**src/rtl/dmaarb_pkg.sv**
```systemverilog
package dmaarb_pkg;
  localparam int unsigned CMD_W    = 8;
  localparam int unsigned BIT_DIS  = 2;
  localparam int unsigned BIT_ROT  = 4;
  localparam int unsigned BIT_RPOL = 6;
  localparam int unsigned BIT_APOL = 7;

  typedef enum logic [1:0] {
    ST_IDLE  = 2'd0,
    ST_HOLD  = 2'd1,
    ST_GRANT = 2'd2,
    ST_GAP   = 2'd3
  } seq_state_e;
endpackage

```
**src/rtl/dmaarb_rst_sync.sv**
```systemverilog
module dmaarb_rst_sync #(
  parameter int unsigned STAGES = 2
) (
  input  logic clk,
  input  logic arst_n,
  output logic rst_n_o
);
  logic [STAGES-1:0] sync_q;

  always_ff @(posedge clk or negedge arst_n) begin
    if (!arst_n) sync_q <= '0;
    else         sync_q <= {sync_q[STAGES-2:0], 1'b1};
  end

  assign rst_n_o = sync_q[STAGES-1];
endmodule

```
**src/rtl/dmaarb_cmd_reg.sv**
```systemverilog
module dmaarb_cmd_reg #(
  parameter int unsigned CMD_W = 8
) (
  input  logic             clk,
  input  logic             rst_n,
  input  logic             wr_en,
  input  logic [CMD_W-1:0] wr_data,
  input  logic             busy_i,
  input  logic             release_i,
  output logic [CMD_W-1:0] cmd_o
);
  logic [CMD_W-1:0] cmd_q, cmd_d;
  logic [CMD_W-1:0] pend_q, pend_d;
  logic             pv_q, pv_d;
  logic             cmd_en, pend_en;

  // next-state
  always_comb begin
    cmd_d  = cmd_q;
    pend_d = pend_q;
    pv_d   = pv_q;
    if (release_i) begin
      if (wr_en)     cmd_d = wr_data;
      else if (pv_q) cmd_d = pend_q;
      pv_d = 1'b0;
    end else if (busy_i) begin
      if (wr_en) begin
        pend_d = wr_data;
        pv_d   = 1'b1;
      end
    end else if (wr_en) begin
      cmd_d = wr_data;
    end
  end

  assign cmd_en  = (release_i & (wr_en | pv_q)) | (~busy_i & wr_en);
  assign pend_en = release_i | (busy_i & wr_en);

  // registers
  always_ff @(posedge clk or negedge rst_n) begin
    if (!rst_n) begin
      cmd_q <= '0;
    end else if (cmd_en) begin
      cmd_q <= cmd_d;
    end
  end

  always_ff @(posedge clk or negedge rst_n) begin
    if (!rst_n) begin
      pend_q <= '0;
      pv_q   <= 1'b0;
    end else if (pend_en) begin
      pend_q <= pend_d;
      pv_q   <= pv_d;
    end
  end

  assign cmd_o = cmd_q;

  // command word frozen through a grant that is not ending
  assert_cmd_frozen_R9: assert property (@(posedge clk) disable iff (!rst_n)
    (busy_i && !release_i) |=> $stable(cmd_q));

  // a deferred word never outlives the grant that deferred it
  assert_pend_dropped_R9: assert property (@(posedge clk) disable iff (!rst_n)
    release_i |=> !pv_q);
endmodule

```
**src/rtl/dmaarb_pick.sv**
```systemverilog
module dmaarb_pick #(
  parameter int unsigned NUM_CH = 4,
  parameter int unsigned IDX_W  = 2
) (
  input  logic [NUM_CH-1:0] req_i,
  input  logic              rotate_i,
  input  logic [IDX_W-1:0]  last_idx_i,
  output logic              pick_vld_o,
  output logic [IDX_W-1:0]  pick_idx_o
);
  localparam logic [IDX_W-1:0] TOP_IDX = IDX_W'(NUM_CH - 1);

  logic [IDX_W-1:0] start_idx;
  int unsigned      cand;

  always_comb begin
    if (!rotate_i)                 start_idx = '0;
    else if (last_idx_i == TOP_IDX) start_idx = '0;
    else                           start_idx = IDX_W'(last_idx_i + 1'b1);
  end

  always_comb begin
    pick_vld_o = 1'b0;
    pick_idx_o = '0;
    cand       = 0;
    for (int unsigned k = 0; k < NUM_CH; k++) begin
      cand = (int'(start_idx) + k) % NUM_CH;
      if (!pick_vld_o && req_i[cand]) begin
        pick_vld_o = 1'b1;
        pick_idx_o = IDX_W'(cand);
      end
    end
  end
endmodule

```
**src/rtl/dmaarb_seq.sv**
```systemverilog
module dmaarb_seq
  import dmaarb_pkg::*;
#(
  parameter int unsigned NUM_CH = 4,
  parameter int unsigned IDX_W  = 2
) (
  input  logic              clk,
  input  logic              rst_n,
  input  logic              enable_i,
  input  logic [NUM_CH-1:0] req_act_i,
  input  logic              hold_gnt_i,
  input  logic              done_i,
  input  logic              pick_vld_i,
  input  logic [IDX_W-1:0]  pick_idx_i,
  output logic              hold_req_o,
  output logic              grant_vld_o,
  output logic [IDX_W-1:0]  grant_idx_o,
  output logic [IDX_W-1:0]  last_idx_o,
  output logic              busy_o,
  output logic              release_o
);
  seq_state_e       st_q, st_d;
  logic [IDX_W-1:0] win_q, win_d;
  logic [IDX_W-1:0] last_q, last_d;
  logic             win_en;
  logic             grant_end;

  assign grant_end = (st_q == ST_GRANT) && (!req_act_i[win_q] || done_i);

  // next-state
  always_comb begin
    st_d   = st_q;
    win_d  = win_q;
    last_d = last_q;
    win_en = 1'b0;
    unique case (st_q)
      ST_IDLE, ST_GAP: begin
        if (enable_i && pick_vld_i) st_d = ST_HOLD;
        else                        st_d = ST_IDLE;
      end
      ST_HOLD: begin
        if (!enable_i || !pick_vld_i) begin
          st_d = ST_IDLE;
        end else if (hold_gnt_i) begin
          st_d   = ST_GRANT;
          win_d  = pick_idx_i;
          last_d = pick_idx_i;
          win_en = 1'b1;
        end
      end
      ST_GRANT: begin
        if (grant_end) st_d = ST_GAP;
      end
      default: st_d = ST_IDLE;
    endcase
  end

  // registers
  always_ff @(posedge clk or negedge rst_n) begin
    if (!rst_n) st_q <= ST_IDLE;
    else        st_q <= st_d;
  end

  always_ff @(posedge clk or negedge rst_n) begin
    if (!rst_n) begin
      win_q  <= '0;
      last_q <= IDX_W'(NUM_CH - 1);
    end else if (win_en) begin
      win_q  <= win_d;
      last_q <= last_d;
    end
  end

  assign hold_req_o  = (st_q == ST_HOLD) || (st_q == ST_GRANT);
  assign grant_vld_o = (st_q == ST_GRANT);
  assign grant_idx_o = win_q;
  assign last_idx_o  = last_q;
  assign busy_o      = (st_q == ST_GRANT);
  assign release_o   = grant_end;

  // a grant starts only from a pending hold that saw the host grant
  assert_grant_after_ack_R5: assert property (@(posedge clk) disable iff (!rst_n)
    (st_q == ST_GRANT && $past(st_q) != ST_GRANT) |->
      ($past(hold_gnt_i) && $past(st_q) == ST_HOLD));

  // transfer-done drops the hold on the next clock
  assert_done_drops_hold_R8: assert property (@(posedge clk) disable iff (!rst_n)
    (st_q == ST_GRANT && done_i) |=> !hold_req_o);

  // the granted channel does not change within a grant
  assert_win_held_R8: assert property (@(posedge clk) disable iff (!rst_n)
    (st_q == ST_GRANT) |=> (st_q != ST_GRANT || $stable(win_q)));

  // a pending hold with nothing to serve is withdrawn
  assert_hold_withdrawn_R10: assert property (@(posedge clk) disable iff (!rst_n)
    (st_q == ST_HOLD && !pick_vld_i) |=> !hold_req_o);
endmodule

```
**src/rtl/dmaarb_top.sv**
```systemverilog
module dmaarb_top
  import dmaarb_pkg::*;
#(
  parameter int unsigned NUM_CH = 4
) (
  input  logic              clk,
  input  logic              rst_n,
  input  logic              cfg_we,
  input  logic [CMD_W-1:0]  cfg_wdata,
  input  logic [NUM_CH-1:0] chan_req_in,
  input  logic              bus_hold_gnt,
  input  logic              xfer_done_in,
  output logic              bus_hold_req,
  output logic [NUM_CH-1:0] chan_ack_out
);
  localparam int unsigned IDX_W = (NUM_CH > 1) ? $clog2(NUM_CH) : 1;

  logic              rst_sync_n;
  logic [CMD_W-1:0]  cmd_q;
  logic [NUM_CH-1:0] req_act;
  logic [NUM_CH-1:0] grant_oh;
  logic              pick_vld;
  logic [IDX_W-1:0]  pick_idx;
  logic              grant_vld;
  logic [IDX_W-1:0]  grant_idx;
  logic [IDX_W-1:0]  last_idx;
  logic              busy;
  logic              release_w;

  dmaarb_rst_sync #(.STAGES(2)) u_rst_sync (
    .clk     (clk),
    .arst_n  (rst_n),
    .rst_n_o (rst_sync_n)
  );

  dmaarb_cmd_reg #(.CMD_W(CMD_W)) u_cmd_reg (
    .clk       (clk),
    .rst_n     (rst_sync_n),
    .wr_en     (cfg_we),
    .wr_data   (cfg_wdata),
    .busy_i    (busy),
    .release_i (release_w),
    .cmd_o     (cmd_q)
  );

  // per-channel polarity handling
  for (genvar g = 0; g < NUM_CH; g++) begin : g_chan
    assign req_act[g]      = chan_req_in[g] ^ cmd_q[BIT_RPOL];
    assign grant_oh[g]     = grant_vld && (grant_idx == IDX_W'(g));
    assign chan_ack_out[g] = grant_oh[g] ^ ~cmd_q[BIT_APOL];
  end

  dmaarb_pick #(.NUM_CH(NUM_CH), .IDX_W(IDX_W)) u_pick (
    .req_i      (req_act),
    .rotate_i   (cmd_q[BIT_ROT]),
    .last_idx_i (last_idx),
    .pick_vld_o (pick_vld),
    .pick_idx_o (pick_idx)
  );

  dmaarb_seq #(.NUM_CH(NUM_CH), .IDX_W(IDX_W)) u_seq (
    .clk         (clk),
    .rst_n       (rst_sync_n),
    .enable_i    (~cmd_q[BIT_DIS]),
    .req_act_i   (req_act),
    .hold_gnt_i  (bus_hold_gnt),
    .done_i      (xfer_done_in),
    .pick_vld_i  (pick_vld),
    .pick_idx_i  (pick_idx),
    .hold_req_o  (bus_hold_req),
    .grant_vld_o (grant_vld),
    .grant_idx_o (grant_idx),
    .last_idx_o  (last_idx),
    .busy_o      (busy),
    .release_o   (release_w)
  );

  // disabled and idle stays idle when no write intervenes
  assert_off_stays_idle_R2: assert property (@(posedge clk) disable iff (!rst_sync_n)
    (cmd_q[BIT_DIS] && !cfg_we && !bus_hold_req) |=> !bus_hold_req);

  // the granted channel was requesting at the polarity then in force
  assert_grant_on_active_R3: assert property (@(posedge clk) disable iff (!rst_sync_n)
    (grant_vld && !$past(grant_vld)) |-> |($past(req_act) & grant_oh));

  // at most one acknowledge at its active level
  assert_ack_onehot_R4: assert property (@(posedge clk) disable iff (!rst_sync_n)
    cmd_q[BIT_APOL] ? $onehot0(chan_ack_out) : $onehot0(~chan_ack_out));

  // the picker only names a requesting channel
  assert_pick_requested_R6: assert property (@(posedge clk) disable iff (!rst_sync_n)
    pick_vld |-> req_act[pick_idx]);
endmodule

```
**config.mk**
```make
export PLATFORM = sky130hd
export DESIGN_NAME = dmaarb_top
export DESIGN_NICKNAME = d
export VERILOG_FILES = /design/src/rtl/dmaarb_pkg.sv /design/src/rtl/dmaarb_rst_sync.sv /design/src/rtl/dmaarb_cmd_reg.sv /design/src/rtl/dmaarb_pick.sv /design/src/rtl/dmaarb_seq.sv /design/src/rtl/dmaarb_top.sv
export SDC_FILE = /design/constraint.sdc
export NUM_CORES = 1
export LEC_CHECK = 0
export ABC_AREA = 1
export BUFFER_PORTS_ARGS = -buffer_cell sky130_fd_sc_hd__buf_2
export CORE_MARGIN = 5
export CORE_UTILIZATION = 55
export DETAILED_ROUTE_END_ITERATION = 10
export GPL_ROUTABILITY_DRIVEN = 0
export PLACE_DENSITY = 0.78
export SLEW_MARGIN = 5
export SYNTH_ARGS = -nofsm -noshare
export SYNTH_HDL_FRONTEND = slang
export SYNTH_SLANG_ARGS = --single-unit
```
**constraint.sdc**
```tcl
create_clock -name clk -period 1.7 [get_ports clk]
set_clock_uncertainty 0.05 [all_clocks]
set_input_delay 0.34 -clock clk [delete_from_list [all_inputs] [get_ports clk]]
set_output_delay 0.34 -clock clk [all_outputs]
set_load 0.01 [all_outputs]
```
---- Word level (Yosys, flattened, before mapping) ----
Index checks and enable logic that the tools add are counted.
word-level totals
  register bits ........................... 25
  input bits .............................. 17
  output and inout port bits .............. 5
  logic and storage cells ................. 108
cells by class
  add/subtract/negate cells ............... 4
  order comparisons ....................... 5
  eq/ne operators ......................... 9
  multiplexer cells ....................... 36
  bitwise gates (word level) .............. 19
  reduce and logical (&&, ||, !) cells .... 28
operators by type and width
  operator               count
  $mux W8                5
  $mux W2                9
  $mux W1                16
  $lt A2 B3 Y1 const B   5
  $reduce_and A4 Y1      3
  $bmux W1 S2            5
  $eq A2 B2 Y1 const B   5
  $logic_and A1 B1 Y1    9
  $xor A1 B1 Y1          8
  $pmux W2 S3            1
  $reduce_bool A2 Y1     3
  $logic_not A1 Y1       5
  $not A1 Y1             5
  $add A2 B1 Y2 const B  2
  $add A2 B2 Y2 const B  2
  $eq A2 B1 Y1 const B   2
  $logic_not A2 Y1       2
  $and A1 B1 Y1          3
  $logic_or A1 B1 Y1     3
  $ne A3 B2 Y1 const B   1
  $or A1 B1 Y1           3
  $reduce_and A3 Y1      1
  $ne A2 B1 Y1 const B   1
  $reduce_and A2 Y1      1
  $reduce_or A2 Y1       1

---- Longest topological paths before layout ----
Gate-level depths: netlist of run 1.
  depth in word-level cells ............... 20
  depth in mapped cells ................... 14
  depth with buffers taken out ............ 13

---- Modules after synthesis ----
From an unflattened synthesis of run 1, not the netlist that was laid out.
second synthesis, totals
  cells, all modules ...................... 239
  area, all modules ....................... 1687.9 sq um
by module, submodules not included
  module           instances  cells an instance  area each (sq um)  seq. area each (sq um)
  dmaarb_cmd_reg   1          101                797.0              425.4
  dmaarb_seq       1          51                 385.4              152.6
  dmaarb_pick      1          58                 317.8              0.0
  dmaarb_top       1          26                 133.9              0.0
  dmaarb_rst_sync  1          3                  53.8               50.0

---- Worst setup path after synthesis of run 1 ----
OpenSTA, ideal clock, no wires.
  path type ............................... flip-flop to flip-flop
  from .................................... register u_seq.last_q[0], in the netlist u_seq.last_idx_o[0]
  to ...................................... register u_seq.win_q[0], in the netlist u_seq.grant_idx_o[0]
  library setup time ...................... 0.118 ns
  arrival ................................. 1.664 ns
  data required time ...................... 1.532 ns
  slack ................................... -0.131 ns
  cell stages (with the launch flop) ...... 14
  buffers on the path ..................... 0
  period minus slack after synthesis ...... 1.831 ns
  cell sequence ........................... dfstp_2 > ha_1 > nor2_2 > nand2_2 > nand2_1 > nand2_1 > nand2_2 > nand2_2 > nor2_1 > nand2_1 > o21ai_1 > nand3b_1 > nand2_1 > nand2_1
on the way
  cells in the longest elaborated chain, start to end .. 20
  elaborated cells between the ends (all ways) .. 35
  classes of those cells .................. add/sub: 4; eq/ne: 1; mux: 20; bitwise: 1; reduce/logical: 9
ends and longest elaborated chain
  item                                                                    line                                  text
  from (decl)                                                             dmaarb_seq.sv:24                      logic [IDX_W-1:0] last_q, last_d;
  from (signal assigned)                                                  dmaarb_seq.sv:67                      last_q <= IDX_W'(NUM_CH - 1);
  from (signal assigned)                                                  dmaarb_seq.sv:70                      last_q <= last_d;
  $add A2 B1 Y2 or $eq A2 B2 Y1 (tied branches)                           dmaarb_pick.sv:19, dmaarb_pick.sv:18
  $mux W2 *                                                               dmaarb_pick.sv:18                     else if (last_idx_i == TOP_IDX) start_idx = '0;
  $mux W2 *                                                               dmaarb_pick.sv:17                     if (!rotate_i) start_idx = '0;
  parallel branches: the longest is 17 deep, another holds $add A2 B1 Y2  n/a
  to (signal assigned)                                                    dmaarb_seq.sv:69                      win_q <= win_d;
  to (decl)                                                               dmaarb_seq.sv:23                      logic [IDX_W-1:0] win_q, win_d;
Mark *: on every way between the ends. The select of a mux whose other input is x is not followed.
A chain may end at the register's enable or synchronous reset.

---- Worst setup path after layout of run 1 ----
  from .................................... register u_seq.last_q[0], in the netlist u_seq.last_idx_o[0]
  to ...................................... register u_seq.win_q[1], in the netlist u_seq.grant_idx_o[1]
Same word-level chain as after synthesis.

==> results of run 1 <==
-- what timing repair did --
action,CTS,global route
resized for setup,38,27
hold buffers,1,0
buffers inserted,7,1
pin swaps,24,10
setup endpoints to repair,19,19
hold endpoints to repair,2,0
-- flip-flops by register name, summed over array words and instances, names as in the netlist --
| register | count |
|---|---|
| u_seq.grant_idx_o | 2 |
| u_cmd_reg.pv_q | 1 |
| u_seq.st_q | 2 |
| u_cmd_reg.cmd_o | 4 |
| u_rst_sync.sync_q | 2 |
| u_cmd_reg.pend_q | 4 |
| u_seq.last_idx_o | 2 |
-- final cells by class --
cell class                      count  share of cell area (%)
Sequential cell                    17                    22.7
Clock buffer                        4                    1.38
Inverter                           26                    5.78
Timing Repair Buffer               39                    13.9
Multi-Input combinational cell    150                    54.5
Tap cell                           28                    1.84
-- layer usage --
layer | GRT usage [%] | routed length, microns | share of wire [%]
met4 | 10.0 | 74 | 2.0
met3 | 2.18 | 87 | 2.4
met1 | 21.2 | 1420 | 39
met5 | 0 | 0 | 0
met2 | 42.7 | 2090 | 57
-- cell usage after synthesis --
cell type	count	area share, %
nand2_1	76	21
nand3_1	24	9.0
inv_1	21	5.9
dfrtp_1	15	28
nand2_2	11	5.2
o21ai_0	6	2.3
ha_1	4	3.8
nand4_1	4	1.9
or2_2	4	1.9
xor2_1	4	2.6
inv_2	3	0.84
dfstp_2	2	3.9
nand3b_1	2	1.1
nand4_4	2	3.2
nor2_1	2	0.56
o21ai_1	2	0.75
a21boi_1	1	0.56
a21oi_2	1	0.66
a31oi_1	1	0.47
a32o_1	1	0.75
buf_2	1	0.37
buf_6	1	0.84
clkbuf_1	1	0.28
clkinv_2	1	0.37
conb_1	1	0.28
inv_4	1	0.47
nand3_2	1	0.75
nor2_2	1	0.47
nor2_4	1	0.84
or2_1	1	0.47
-- worst max path at each step --
stage                        start                    to  slack (ns)  cells after the start
2_1_floorplan  u_seq.last_idx_o[0]  u_seq.grant_idx_o[1]       -0.05                     11
3_3_place_gp   u_seq.last_idx_o[1]  u_seq.grant_idx_o[1]       -0.13                     11
3_5_place_dp   u_seq.last_idx_o[1]  u_seq.grant_idx_o[1]       -0.18                     11
4_1_cts        u_seq.last_idx_o[0]         u_seq.st_q[1]       -0.15                     12
5_1_grt         u_cmd_reg.cmd_o[6]   u_cmd_reg.pend_q[7]       -0.32                      7
6_report       u_seq.last_idx_o[0]  u_seq.grant_idx_o[1]       -0.18                     12
-- power by group through the flow --
stage          combinational, mW  clock, mW  sequential, mW
2_1_floorplan               1.24          0           0.645
3_3_place_gp                1.57          0           0.677
3_5_place_dp                1.64          0           0.688
4_1_cts                     1.99      0.222           0.690
5_1_grt                     2.45      0.241           0.730
6_report                    2.26      0.222           0.709
-- metrics by stage --
stage | cells | util, %
global placement | 251 | 69.9
detailed placement | 251 | 69.9
finish | 264 | 84.5
global route | 264 | 84.5
CTS | 263 | 80.1
floorplan | 196 | -
-- cell families after synthesis --
logic type | count (synthesis)
other | 1
adders and majority gates | 4
xor gates and xnor gates | 4
and+or+nand+nor | 129
AOI/OAI and AO/OA | 12
DFF | 17
buffers and inverters | 29
==> results.json, run 1 <==
{
  "timing.hold.ws_ns": 0.198,
  "ys_warn_count": 0,
  "max-cap-violations": 0,
  "synth.mux.area_fraction_pct": 0,
  "fp.dieW_microns": 59.2,
  "tightest_slew_ns": 0.595,
  "synth_area_sq_um": 1330,
  "vias": 1416,
  "p_switching_mw": 1.62,
  "rr_worst_depth": 12,
  "finalMaxSlewViolations": 0,
  "cts_made_buffers": 3,
  "synth-compound-area-share_pct": 5.44,
  "synth_fa_ha_area_share_pct": 3.75,
  "cts.htree.levels": 1,
  "clk_path_buf_depth": 2,
  "avgSynthCellArea_sq_um": 6.80,
  "core_sq_um": 2250,
  "row_count": 17,
  "regArea_sq_um": 432,
  "synth-simple-area-share_pct": 46.7,
  "viasPerCell": 5.36,
  "post_drt_wl_per_cell_microns": 13.9,
  "final_cell_mix": "52 x nand2_1, 25 x nand2_2, 20 x inv_1, 18 x buf_4, 17 x buf_2",
  "fillers": 134,
  "setup_viol": 18,
  "seq_area_frac_synth_pct": 32.1,
  "tns_ns": -1.99,
  "start_util_pct": 59.2,
  "power.total_mw": 3.19,
  "rsz0062_at_grt": "yes",
  "finalCritPeriodShare_pct": 111,
  "crit_buf_inv": 0,
  "path_class": "reg -> reg",
  "end_kind": "register",
  "clockPowerShare_pct": 7.0,
  "multi_input_area_sq_um": 1040,
  "max_stage_delay_ns": 0.57,
  "area_delta_synth_final_pct": 42.9,
  "fin_ws_ns": -0.182,
  "rr_startpoint": "u_seq.last_idx_o[0]",
  "cp.required_ns": 1.83,
  "clock_latency_ns": 0.29,
  "fin_area_sq_um": 1910,
  "ant_nets": 0,
  "grt_pass1_vias": 1411,
  "crit_arrival_ns": 2.02,
  "syn_nets": 217,
  "dr.first_iter.drc_count": 103,
  "grt_pass1_wl_microns": 5840,
  "synthCells": 196,
  "antenna_found_initial": 0,
  "relSlewSlack_pct": 60.4,
  "gr-usage-all-layers_pct": 21.3,
  "portBuffers": 17,
  "dp_hpwl_microns": 2290,
  "ff2ff_setup_slack_ns": -0.18,
  "p_per_area_nw_per_um2": 1670,
  "cp_slowest_cell": "dfstp_2",
  "ys_seq_elements": 17,
  "dr.pass1.iters": 4,
  "clock_sinks": 17,
  "cts-root-buf": "clkbuf_4",
  "die_h_microns": 59.2,
  "wirelength_microns": 3670,
  "irDropWorstVdd_v": 0.00135,
  "netlist-cell-type-count": 30,
  "synth-xor-area-share_pct": 2.63,
  "die_area_sq_um": 3510,
  "p_seq_share_pct": 22.2,
  "startpoint_type": "register",
  "pre_cts_ws_ns": -0.181,
  "io_pins": 22,
  "grt-ovfl-total": 0,
  "post-route-drc-count": 0,
  "final_common_cell": "nand2_1",
  "hold_viol": 0,
  "max_freq_ghz": 0.531,
  "synth_top_family_by_area": "simple AND/OR/NAND/NOR gates",
  "diodes": 0,
  "power.internal_mw": 1.57,
  "drive_gt1_share_pct": 48.7,
  "hp-class": "reg -> async",
  "finalCriticalPeriod_ns": 1.88,
  "cp_max_fo": 7,
  "cts_tree": "done",
  "cp_top_family": "simple AND/OR/NAND/NOR gates",
  "final_nets": 258,
  "netSwitchingFraction_pct": 50.9,
  "r2r-end": "u_seq.grant_idx_o[1]",
  "grt_max_degree": 16,
  "status": "finished, violations left",
  "violations": "negative setup slack",
  "place_area_sq_um": 1580,
  "leakage_nw": 0.978,
  "pwr-share-comb_pct": 70.8,
  "worstPathCellList": "ha_4 -> nor2_4 -> nand2_4 -> nand2_2 -> nand2_2 -> nand2_4 -> nand2_4 -> nor2_4 -> a21boi_1 -> nand3_1 -> nand2_2 -> o21ai_1",
  "cts.clk_slew.worst_paths_ns": 0.10
}
Note: power is estimated with default switching activity, not from simulation.
==> inputs of run 2 (changes only) <==
Settings changed: PLACE_DENSITY 0.78 to 0.76, REMOVE_ABC_BUFFERS set to 1, SYNTH_HIERARCHICAL set to 1.
==> results.json, run 2 <==
{
  "dr.pass1.iters": 4,
  "die_area_sq_um": 3520,
  "clock_sinks": 17,
  "final_util_pct": 81.8,
  "hold_viol": 0,
  "p_per_area_nw_per_um2": 1650,
  "fin_cells": 273,
  "fin_ws_ns": -0.298,
  "area_delta_synth_final_pct": 39.2,
  "cp_slowest_cell": "dfrtp_2",
  "row_count": 17,
  "crit_arrival_ns": 2.14,
  "dr.first_iter.drc_count": 83,
  "max_stage_delay_ns": 0.51,
  "cts.clk_slew.worst_paths_ns": 0.09,
  "finalCriticalPeriod_ns": 2.00,
  "power.internal_mw": 1.59,
  "ys_warn_count": 6,
  "r2r-end": "u_seq/st_q[0]",
  "finalCritPeriodShare_pct": 118,
  "startpoint_type": "register",
  "tightest_slew_ns": 0.563,
  "netSwitchingFraction_pct": 48.2,
  "drive_gt1_share_pct": 46.1,
  "timing.hold.ws_ns": 0.179,
  "vias": 1406,
  "dp_cells": 253,
  "final_nets": 265,
  "portBuffers": 17,
  "ant_nets": 0,
  "cts-root-buf": "clkbuf_4",
  "grt_max_degree": 16,
  "clock_latency_ns": 0.29,
  "die_h_microns": 59.3,
  "rr_startpoint": "u_cmd_reg/cmd_o[6]",
  "start_util_pct": 58.8,
  "cp.required_ns": 1.84,
  "antenna_found_initial": 0,
  "wirelength_microns": 3310,
  "dp_hpwl_microns": 2280,
  "grt_pass1_vias": 1384,
  "crit_top_cell": "nand2_1",
  "clockPowerShare_pct": 6.8,
  "grt_pass1_wl_microns": 5800,
  "p_seq_share_pct": 23.5,
  "gr-usage-all-layers_pct": 21.3,
  "clk_path_buf_depth": 2,
  "status": "finished, violations left",
  "p_switching_mw": 1.48,
  "synthCells": 195,
  "cts.htree.levels": 1,
  "setup_viol": 17,
  "post-route-drc-count": 0,
  "diodes": 0,
  "post_drt_wl_per_cell_microns": 12.1,
  "ff2ff_setup_slack_ns": -0.30,
  "rsz0062_at_grt": "yes",
  "max-cap-violations": 0,
  "io_pins": 22,
  "cp_max_fo": 5,
  "viasPerCell": 5.15,
  "hp-class": "reg -> async",
  "avgSynthCellArea_sq_um": 6.86,
  "tns_ns": -2.35,
  "fp.dieW_microns": 59.3,
  "worstPathCellList": "xor2_4 -> nand3_1 -> nand2_1 -> nand2_2 -> nand2_4 -> nor2_8 -> nand4_1 -> buf_4 -> nand4_1 -> nand2_2 -> nand2_1 -> nand2_1",
  "grt-ovfl-total": 0,
  "cts_made_buffers": 3,
  "leakage_nw": 0.997,
  "irDropWorstVdd_v": 0.00114,
  "final_common_cell": "nand2_1",
  "synth_area_sq_um": 1340,
  "fillers": 156,
  "cts_tree": "done",
  "final_cell_mix": "58 x nand2_1, 28 x buf_4, 25 x nand3_1, 19 x inv_1, 17 x buf_2",
  "violations": "negative setup slack",
  "place_area_sq_um": 1560,
  "core_sq_um": 2280,
  "relSlewSlack_pct": 62.4,
  "max_freq_ghz": 0.500,
  "fin_area_sq_um": 1860,
  "finalMaxSlewViolations": 0,
  "rr_worst_depth": 12,
  "pwr-share-comb_pct": 69.7,
  "end_kind": "register",
  "path_class": "reg -> reg"
}
run 2: final cells by class:
| type | count | area (sq um) | share of cell area (%) |
|---|---|---|---|
| clock inverters | 1 | 5.00 | 0.269 |
| multi-input cells | 145 | 910 | 48.9 |
| repair buffers | 50 | 350 | 18.8 |
| flip-flops and latches | 17 | 430 | 23.1 |
| well taps | 28 | 35.0 | 1.88 |
| clock buffers | 3 | 22.5 | 1.21 |
| inverters | 29 | 109 | 5.85 |
run 2: through the flow:
| stage | power, mW | worst slack [ns] |
|---|---|---|
| floorplan | 2.02 | -0.298 |
| global placement | 2.36 | -0.291 |
| detailed placement | 2.44 | -0.425 |
| CTS | 2.98 | -0.276 |
| global route | 3.34 | -0.437 |
| finish | 3.07 | -0.298 |
run 2: metal layers:
| metal | share of wire [%] | track usage, % | vias up |
|---|---|---|---|
| met4 | 1.5 | 10.0 | 0 |
| met1 | 40 | 24.1 | 649 |
| met2 | 55 | 39.3 | 35 |
| met3 | 3.9 | 1.96 | 6 |
| met5 | 0 | 0 | - |
| li1 | - | - | 716 |
run 2: worst max-delay path, delay by kind of cell (launching register included):
kind,cells,cell delay (ns)
flip-flops,1,0.51
XOR/XNOR,1,0.19
AND/OR/NAND/NOR,10,0.94
buffers and inverters,1,0.17
run 2: power groups by stage:
stage	logic (mW)	clock network, mW	registers, mW
2_1_floorplan	1.30	0	0.722
3_3_place_gp	1.66	0	0.700
3_5_place_dp	1.72	0	0.712
4_1_cts	2.04	0.225	0.715
5_1_grt	2.35	0.244	0.748
6_report	2.14	0.210	0.721
run 2: timing repair:
item                       4_1_cts  5_1_grt
hold buffers                     1        0
setup endpoints to repair       19       19
hold endpoints to repair         2        0
pin swaps                       21        8
setup buffers                   11        3
cloned                           1        0
gates resized for setup         34        7
run 2: worst max-delay path by stage:
| stage | to | start | slack, ns |
|---|---|---|---|
| CTS | u_seq/st_q[1] | u_cmd_reg/cmd_o[6] | -0.28 |
| finish | u_seq/st_q[0] | u_cmd_reg/cmd_o[6] | -0.30 |
| global placement | u_cmd_reg/cmd_o[7] | u_cmd_reg/cmd_o[6] | -0.29 |
| floorplan | u_cmd_reg/cmd_o[4] | u_seq/st_q[0] | -0.30 |
| global route | u_seq/st_q[0] | u_cmd_reg/cmd_o[6] | -0.44 |
| detailed placement | u_seq/grant_idx_o[1] | u_cmd_reg/cmd_o[6] | -0.43 |
